<file path="src/rtl/usbh_irq_pkg.sv">
package usbh_irq_pkg;
    localparam int DW = 8;
    localparam int AW = 8;

    localparam logic [AW-1:0] ADDR_CTRL = 8'h05;
    localparam logic [AW-1:0] ADDR_ENA  = 8'h06;
    localparam logic [AW-1:0] ADDR_STAT = 8'h0D;

    localparam int B_A_DONE = 0;
    localparam int B_B_DONE = 1;
    localparam int B_FRAME  = 4;
    localparam int B_INSREM = 5;
    localparam int B_DETRES = 6;

    localparam int C_TIMER  = 0;
    localparam int C_RESUME = 6;

    localparam logic [DW-1:0] IRQ_MASK  = 8'h73;
    localparam logic [DW-1:0] CTRL_MASK = 8'h41;

    typedef struct packed {
        logic a_done;
        logic b_done;
        logic frame_tick;
        logic ins_rem;
        logic dev_detect;
        logic resume;
    } irq_events_t;

    typedef struct packed {
        logic resume_mode;
        logic timer_en;
    } ctrl_t;

    function automatic logic [DW-1:0] event_vector(irq_events_t ev, ctrl_t c);
        logic [DW-1:0] v;
        v = '0;
        v[B_A_DONE] = ev.a_done;
        v[B_B_DONE] = ev.b_done;
        v[B_FRAME]  = ev.frame_tick & c.timer_en;
        v[B_INSREM] = ev.ins_rem;
        v[B_DETRES] = c.resume_mode ? ev.resume : ev.dev_detect;
        return v;
    endfunction

    function automatic logic [DW-1:0] ctrl_to_bits(ctrl_t c);
        logic [DW-1:0] v;
        v = '0;
        v[C_TIMER]  = c.timer_en;
        v[C_RESUME] = c.resume_mode;
        return v;
    endfunction
endpackage

</file>
<file path="src/rtl/usbh_irq_cfg.sv">
module usbh_irq_cfg
    import usbh_irq_pkg::*;
(
    input  logic          clk,
    input  logic          rst,
    input  logic          wr_ctrl,
    input  logic          wr_ena,
    input  logic [DW-1:0] wdata,
    output ctrl_t         ctrl_q,
    output logic [DW-1:0] ena_q
);
    always_ff @(posedge clk) begin
        if (rst) begin
            ctrl_q <= '0;
            ena_q  <= '0;
        end else begin
            if (wr_ctrl) begin
                ctrl_q.timer_en    <= wdata[C_TIMER];
                ctrl_q.resume_mode <= wdata[C_RESUME];
            end
            if (wr_ena) ena_q <= wdata & IRQ_MASK;
        end
    end

    AST_ENA_RSVD_ZERO: assert property (@(posedge clk) disable iff (rst)
        (ena_q & ~IRQ_MASK) == '0);
    AST_ENA_HOLD: assert property (@(posedge clk) disable iff (rst)
        !wr_ena |=> $stable(ena_q));
endmodule

</file>
<file path="src/rtl/usbh_irq_status.sv">
module usbh_irq_status
    import usbh_irq_pkg::*;
(
    input  logic          clk,
    input  logic          rst,
    input  logic [DW-1:0] set_vec,
    input  logic          wr_stat,
    input  logic [DW-1:0] wdata,
    input  logic          timer_en,
    output logic [DW-1:0] stat_q
);
    logic [DW-1:0] clr_vec;
    assign clr_vec = wr_stat ? (wdata & IRQ_MASK) : '0;

    always_ff @(posedge clk) begin
        if (rst) stat_q <= '0;
        else     stat_q <= ((stat_q & ~clr_vec) | set_vec) & IRQ_MASK;
    end

    AST_SET_WINS: assert property (@(posedge clk) disable iff (rst)
        (set_vec != '0) |=> ((stat_q & $past(set_vec)) == $past(set_vec)));
    AST_RSVD_STAT_ZERO: assert property (@(posedge clk) disable iff (rst)
        (stat_q & ~IRQ_MASK) == '0);
    AST_FRAME_GATED: assert property (@(posedge clk) disable iff (rst)
        (!timer_en && !stat_q[B_FRAME]) |=> !stat_q[B_FRAME]);
    AST_CLR_ONLY_BY_WR: assert property (@(posedge clk) disable iff (rst)
        !wr_stat |=> ((stat_q & $past(stat_q)) == $past(stat_q)));
endmodule

</file>
<file path="src/rtl/usbh_irq_req.sv">
module usbh_irq_req
    import usbh_irq_pkg::*;
(
    input  logic          clk,
    input  logic          rst,
    input  logic [DW-1:0] stat_q,
    input  logic [DW-1:0] ena_q,
    input  irq_events_t   ev,
    output logic          irq,
    output logic          a_upd,
    output logic          b_upd
);
    always_ff @(posedge clk) begin
        if (rst) begin
            irq   <= 1'b0;
            a_upd <= 1'b0;
            b_upd <= 1'b0;
        end else begin
            irq   <= |(stat_q & ena_q);
            a_upd <= ev.a_done;
            b_upd <= ev.b_done;
        end
    end

    AST_IRQ_RISE_CAUSE: assert property (@(posedge clk) disable iff (rst)
        $rose(irq) |-> $past((stat_q & ena_q) != '0));
    AST_IRQ_FALL_CAUSE: assert property (@(posedge clk) disable iff (rst)
        $fell(irq) |-> $past((stat_q & ena_q) == '0));
    AST_A_UPD_AFTER_DONE: assert property (@(posedge clk) disable iff (rst)
        ev.a_done |=> a_upd);
    AST_B_UPD_AFTER_DONE: assert property (@(posedge clk) disable iff (rst)
        ev.b_done |=> b_upd);
endmodule

</file>
<file path="src/rtl/usbh_irq_ctrl.sv">
module usbh_irq_ctrl
    import usbh_irq_pkg::*;
(
    input  logic          clk,
    input  logic          rst,
    input  logic          ev_a_done,
    input  logic          ev_b_done,
    input  logic          ev_frame_tick,
    input  logic          ev_ins_rem,
    input  logic          ev_dev_detect,
    input  logic          ev_resume,
    input  logic [AW-1:0] cpu_addr,
    input  logic          cpu_wr,
    input  logic [DW-1:0] cpu_wdata,
    output logic [DW-1:0] cpu_rdata,
    output logic          irq,
    output logic          a_pkt_upd,
    output logic          b_pkt_upd
);
    irq_events_t   ev;
    ctrl_t         ctrl_q;
    logic [DW-1:0] ena_q;
    logic [DW-1:0] stat_q;
    logic [DW-1:0] set_vec;

    assign ev = '{a_done: ev_a_done, b_done: ev_b_done, frame_tick: ev_frame_tick,
                  ins_rem: ev_ins_rem, dev_detect: ev_dev_detect, resume: ev_resume};
    assign set_vec = event_vector(ev, ctrl_q);

    usbh_irq_cfg u_cfg (
        .clk     (clk),
        .rst     (rst),
        .wr_ctrl (cpu_wr && cpu_addr == ADDR_CTRL),
        .wr_ena  (cpu_wr && cpu_addr == ADDR_ENA),
        .wdata   (cpu_wdata),
        .ctrl_q  (ctrl_q),
        .ena_q   (ena_q)
    );

    usbh_irq_status u_status (
        .clk      (clk),
        .rst      (rst),
        .set_vec  (set_vec),
        .wr_stat  (cpu_wr && cpu_addr == ADDR_STAT),
        .wdata    (cpu_wdata),
        .timer_en (ctrl_q.timer_en),
        .stat_q   (stat_q)
    );

    usbh_irq_req u_req (
        .clk    (clk),
        .rst    (rst),
        .stat_q (stat_q),
        .ena_q  (ena_q),
        .ev     (ev),
        .irq    (irq),
        .a_upd  (a_pkt_upd),
        .b_upd  (b_pkt_upd)
    );

    always_comb begin
        unique case (cpu_addr)
            ADDR_CTRL: cpu_rdata = ctrl_to_bits(ctrl_q);
            ADDR_ENA:  cpu_rdata = ena_q;
            ADDR_STAT: cpu_rdata = stat_q;
            default:   cpu_rdata = '0;
        endcase
    end

    AST_RESET_QUIET: assert property (@(posedge clk)
        rst |=> (!irq && stat_q == '0 && ena_q == '0));
    AST_UPD_ONE_CYCLE: assert property (@(posedge clk) disable iff (rst)
        (a_pkt_upd && !ev_a_done) |=> !a_pkt_upd);
endmodule

</file>
<file path="config.mk">
export PLATFORM = sky130hd
export DESIGN_NAME = usbh_irq_ctrl
export DESIGN_NICKNAME = d
export VERILOG_FILES = /design/src/rtl/usbh_irq_pkg.sv /design/src/rtl/usbh_irq_cfg.sv /design/src/rtl/usbh_irq_status.sv /design/src/rtl/usbh_irq_req.sv /design/src/rtl/usbh_irq_ctrl.sv
export SDC_FILE = /design/constraint.sdc
export NUM_CORES = 1
export LEC_CHECK = 0
export CORE_UTILIZATION = 43
export DETAILED_ROUTE_END_ITERATION = 10
export PLACE_DENSITY = 0.83
export SYNTH_ARGS = -nofsm -noshare
export SYNTH_HDL_FRONTEND = slang
export SYNTH_SLANG_ARGS = --single-unit
</file>
<file path="constraint.sdc">
create_clock -name clk -period 3.1 [get_ports clk]
set_input_delay 0.775 -clock clk [delete_from_list [all_inputs] [get_ports clk]]
set_output_delay 0.775 -clock clk [all_outputs]
set_load 0.1 [all_outputs]
</file>
-- Yosys cells after proc, flatten, opt, wreduce, memory -nomap -nowiden
Cells that the tools add are included.
- register bits: 15
- output and inout port bits: 11
- word-level logic and storage cells: 22
- equal/unequal tests: 3
- muxes and demuxes: 3
- bitwise logic cells: 5
- reductions and logical operators: 4
- operators by type and width (cell ; number):
    7-bit case mux with 3 select lines ; 1
    8-bit by 3-bit equality test with 1-bit output, second input constant ; 2
    7-bit AND ; 2
    8-bit by 4-bit equality test with 1-bit output, second input constant ; 1
    8-bit OR reduction ; 1
    7-bit 2-to-1 mux ; 1
    7-bit inverter ; 1
    7-bit bitwise OR ; 1
    1-bit logical AND ; 3
    1-bit AND ; 1
    1-bit 2-to-1 mux ; 1

-- Depth between registers and ports, before layout
- depth after elaboration: 6
- gate-level depth with buffers: 4

-- Modules after synthesis
From an unflattened synthesis, not the netlist that was laid out.
- cell total of the unflattened synthesis: 101
- area total of the unflattened synthesis: 855.8 um2
- by module, submodules not included (module ; times used ; cells an instance ; area each (um2)):
    usbh_irq_cfg ; 1 ; 26 ; 274.0
    usbh_irq_ctrl ; 1 ; 41 ; 262.8
    usbh_irq_status ; 1 ; 24 ; 207.7
    usbh_irq_req ; 1 ; 10 ; 111.4

-- Worst setup path after synthesis
No wires, ideal clock.
- kind: input-to-output
- start: in cpu_addr[3]
- end: out cpu_rdata[0]
- arrival time: 2.355 ns
- required time: 2.325 ns
- path slack: -0.030 ns
- stages: 4
- cell sequence: or4b_4 > buf_6 > nor2_4 > a221o_1
- word-level cells in the longest chain between the ends: 2
- elaborated cells between the ends (all ways): 4
- those cells by class: eq/ne: 3; mux: 1
- RTL lines (item ; line ; source):
    start, declared ; usbh_irq_ctrl.sv:12 ; input logic [AW-1:0] cpu_addr,
    8-bit by 4-bit equality test with 1-bit output / 8-bit by 3-bit equality test with 1-bit output (equally long branches) ; usbh_irq_ctrl.sv:62 ; unique case (cpu_addr)
    7-bit case mux with 3 select lines (*) ; usbh_irq_ctrl.sv:62 ;
    end, declared ; usbh_irq_ctrl.sv:15 ; output logic [DW-1:0] cpu_rdata,
Every way passes the cells marked *; elsewhere a longest branch is shown, timed or not.

-- Final worst setup path
- start: in cpu_addr[5]
- end: out cpu_rdata[0]
Same word-level chain as after synthesis.

==> impl_results.md <==
- Status: finished clean
- Final Util: 71.7%
- Drt pass-1 iters: 4
- Max cap viols: 0
- Clk buf depth: 2
- Reg-to-Reg End: u_req.irq$_SDFF_PP0_
- Placed Instances: 148
- Hold path depth: 2
- R2r startpoint: u_status.stat_q[5]$_SDFF_PP0_
- Post-DP HPWL: 1.56 mm
- Routed WL: 2.02 mm
- Synth cell types: 26
- Metal-1 WL: 810 um
- #FFs+latches synth: 15
- CTS clk-pin slew, worst paths: 0.08 ns
- Startpoint type of the worst setup path: input pin
- Synthesis Warnings: 0
- Slew Limit Fails: 0
- Fin crit period: 2.96 ns
- VDD IR-drop max: 0.000205 V
- CTS tree: done
- R2R setup slack: 2.13 ns
- Pwr per Cell Area: 323 nW/um2
- Initial Utilization: 45.5%
- Met2 wire length: 1.04 mm
- Die Y: 44.7 um
- First-pass GRT wire length: 3.44 mm
- Cells after synthesis: 86
- Row count: 15
- Sink Count: 15
- Layout Cells excl Fill: 152
- GRT Residual Overflow: 0
- Worst slew pin tran: 0.567 ns
- Layout cells sized above 1: 28.3%
- Final nets: 153
- Critical Path Source: cpu_addr[5]
- RSZ-0062 raised after global routing: false
- Clock latency on the worst-skew pair: 0.28 ns
- Syn-to-layout area delta: 57.6%
- Die Wd: 44.7 um
- Filler cells: 173
- Required @ worst endpoint: 2.32 ns
- Hold_buf cts: 0
- Antenna violations before repair: 0
- Cell Area, Synth: 786 um2
- Worst Skew: 0.00231 ns
- Gr usage total: 24.0%
- WS Path Type: in -> out
- Sequential element share of the synthesized area: 38.2%
- Worst endpoint data arrival time: 2.18 ns
- Die area: 2000 um2
- Fin Hold WS: 0.474 ns
- HP Start: u_cfg.ctrl_q[0]$_SDFFE_PP0P_
- Core footprint: 1730 um2
- Highest Signal Layer: met4
- Vias in the first global route: 844
- Post-DRT Antenna Nets: 0
- Syn Area/Cell: 9.14 um2
- Routed wl met3: 109 um
- Tcrit/Tclk final: 95.5%
- Antenna Cells: 0
- DRT iter0 DRCs: 38
- Hold violation count in the final report: 0
- TritonCTS buffer count: 3
- CTS Root Cell: clkbuf_4
- Max FO, Critical Path: 7
- Worst Hold End: u_status.stat_q[4]$_SDFF_PP0_
- Vias per cell: 5.53
- GP Congestion: 0.871
- Avg WL per Cell: 13.3 um
- Max Clk Rate: 0.338 GHz
- Static leakage: 0.471 nW
- R2R cell count: 2
- H-tree levels: 1
- Crit path capture type: primary output
- Largest net degree at the start of global routing: 16
- Finish-stage setup viols: 0
- Ports: 36
- Port Buf Inserts: 29
- Max_slew headroom: 62.1%
- Hold WC Path Type: reg -> reg
- DR vias: 840
- # DRC: 0
[cells by family (layout without fill, tap and decap cells)]
family,after synthesis,count (layout),synth area share (%)
and+or+nand+nor,32,32,27.7
AOI/OAI and AO/OA,29,29,26.0
DFF,15,15,38.2
buffers and inverters,8,47,6.37
other,1,3,0.477
muxes,1,1,1.27
[where the power goes]
part / switching, W / internal (W) / leakage (nW)
clock: 0.0000605 / 0.0000500 / 0.0150
combinational: 0.0000520 / 0.0000362 / 0.333
sequential: 0.00000347 / 0.000198 / 0.123
[critical path, cell delays in order]
cell           delay [ns]
dlygate4sd2_1        0.26
or4bb_4              0.56
nor2_4               0.21
a221o_2              0.20
buf_12               0.17
[flip-flops by register name (all words and copies together) (netlist names)]
name             flops
u_cfg.ctrl_q         2
u_cfg.ena_q          5
u_req.a_upd          1
u_req.b_upd          1
u_req.irq            1
u_status.stat_q      5
[what timing repair did]
item,CTS,global route
setup buffers,0,0
endpoints found under the setup margin,5,0
hold endpoints to repair,0,0
resized for setup,10,0
[metal layers]
| layer | vias to the layer above | GRT usage, % |
|---|---|---|
| met1 | 377 | 25.4 |
| met5 | - | 0 |
| met4 | 0 | 15.2 |
| li1 | 416 | - |
| met2 | 39 | 42.9 |
| met3 | 8 | 5.20 |
[worst max-delay path by stage]
stage | to | cells past startpoint
after floorplan | cpu_rdata[0] | 4
after global placement | cpu_rdata[0] | 5
after detailed placement | cpu_rdata[0] | 5
after CTS | cpu_rdata[6] | 5
after global routing | cpu_rdata[6] | 5
final | cpu_rdata[0] | 5
[layout make-up]
cell class	instances	area (um2)	area share, %
repair buffers	42	420	33.9
flip-flops and latches	15	300	24.2
well taps	25	31.3	2.53
inverters	1	3.75	0.303
clock buffers	4	26.3	2.12
multi-input cells	65	457	36.9
[layout by cell type, fill, tap and decap left out]
cell | Yosys | routed
nor2_4 | 2 | 2
a221o_2 | 0 | 2
clkbuf_1 | 2 | 1
a22oi_1 | 1 | 1
or4bb_4 | 0 | 1
nand2_1 | 6 | 6
buf_12 | 0 | 5
a222oi_1 | 1 | 1
a211oi_1 | 3 | 3
conb_1 | 1 | 3
clkbuf_4 | 0 | 3
or4b_4 | 2 | 3
nor2_1 | 6 | 6
nor2b_1 | 2 | 2
nor4b_2 | 1 | 1
mux2i_1 | 1 | 1
a21oi_1 | 10 | 10
nand4_1 | 7 | 7
a22o_2 | 0 | 3
buf_4 | 3 | 16
inv_1 | 1 | 1
dfxtp_1 | 15 | 15
and3_1 | 2 | 2
dlygate4sd2_1 | 0 | 8
o31ai_1 | 9 | 9
nor4b_1 | 2 | 2
clkdlybuf4s50_1 | 0 | 13
[through the flow]
stage / power [W] / setup WS [ns] / area (um2) / setup TNS, ns
2_1_floorplan: 0.000253 / 0.260 / 800 / 0
3_3_place_gp: 0.000295 / -0.0845 / 1210 / -0.364
3_5_place_dp: 0.000297 / -0.102 / 1210 / -0.470
4_1_cts: 0.000404 / 0.122 / 1240 / 0
5_1_grt: 0.000421 / 0.0875 / 1240 / 0
6_report: 0.000400 / 0.141 / 1240 / 0
[cell usage after synthesis, drive strengths merged]
master	number	area [um2]
a22o	3	26.3
buf	5	38.8
dfxtp	15	300
o31ai	9	67.6
nand4	7	43.8
a21oi	10	50.1
or4b	3	37.5
and3	2	12.5
clkbuf	2	7.51
conb	1	3.75
a221o	2	20.0
a211oi	3	22.5
a22oi	1	7.51
nand2	6	22.5
nor2	8	45.0
or4bb	1	11.3
nor2b	2	12.5
inv	1	3.75
a222oi	1	10.0
mux2i	1	10.0
nor4b	3	32.5
No activity file was read; power rests on OpenSTA's default activity.
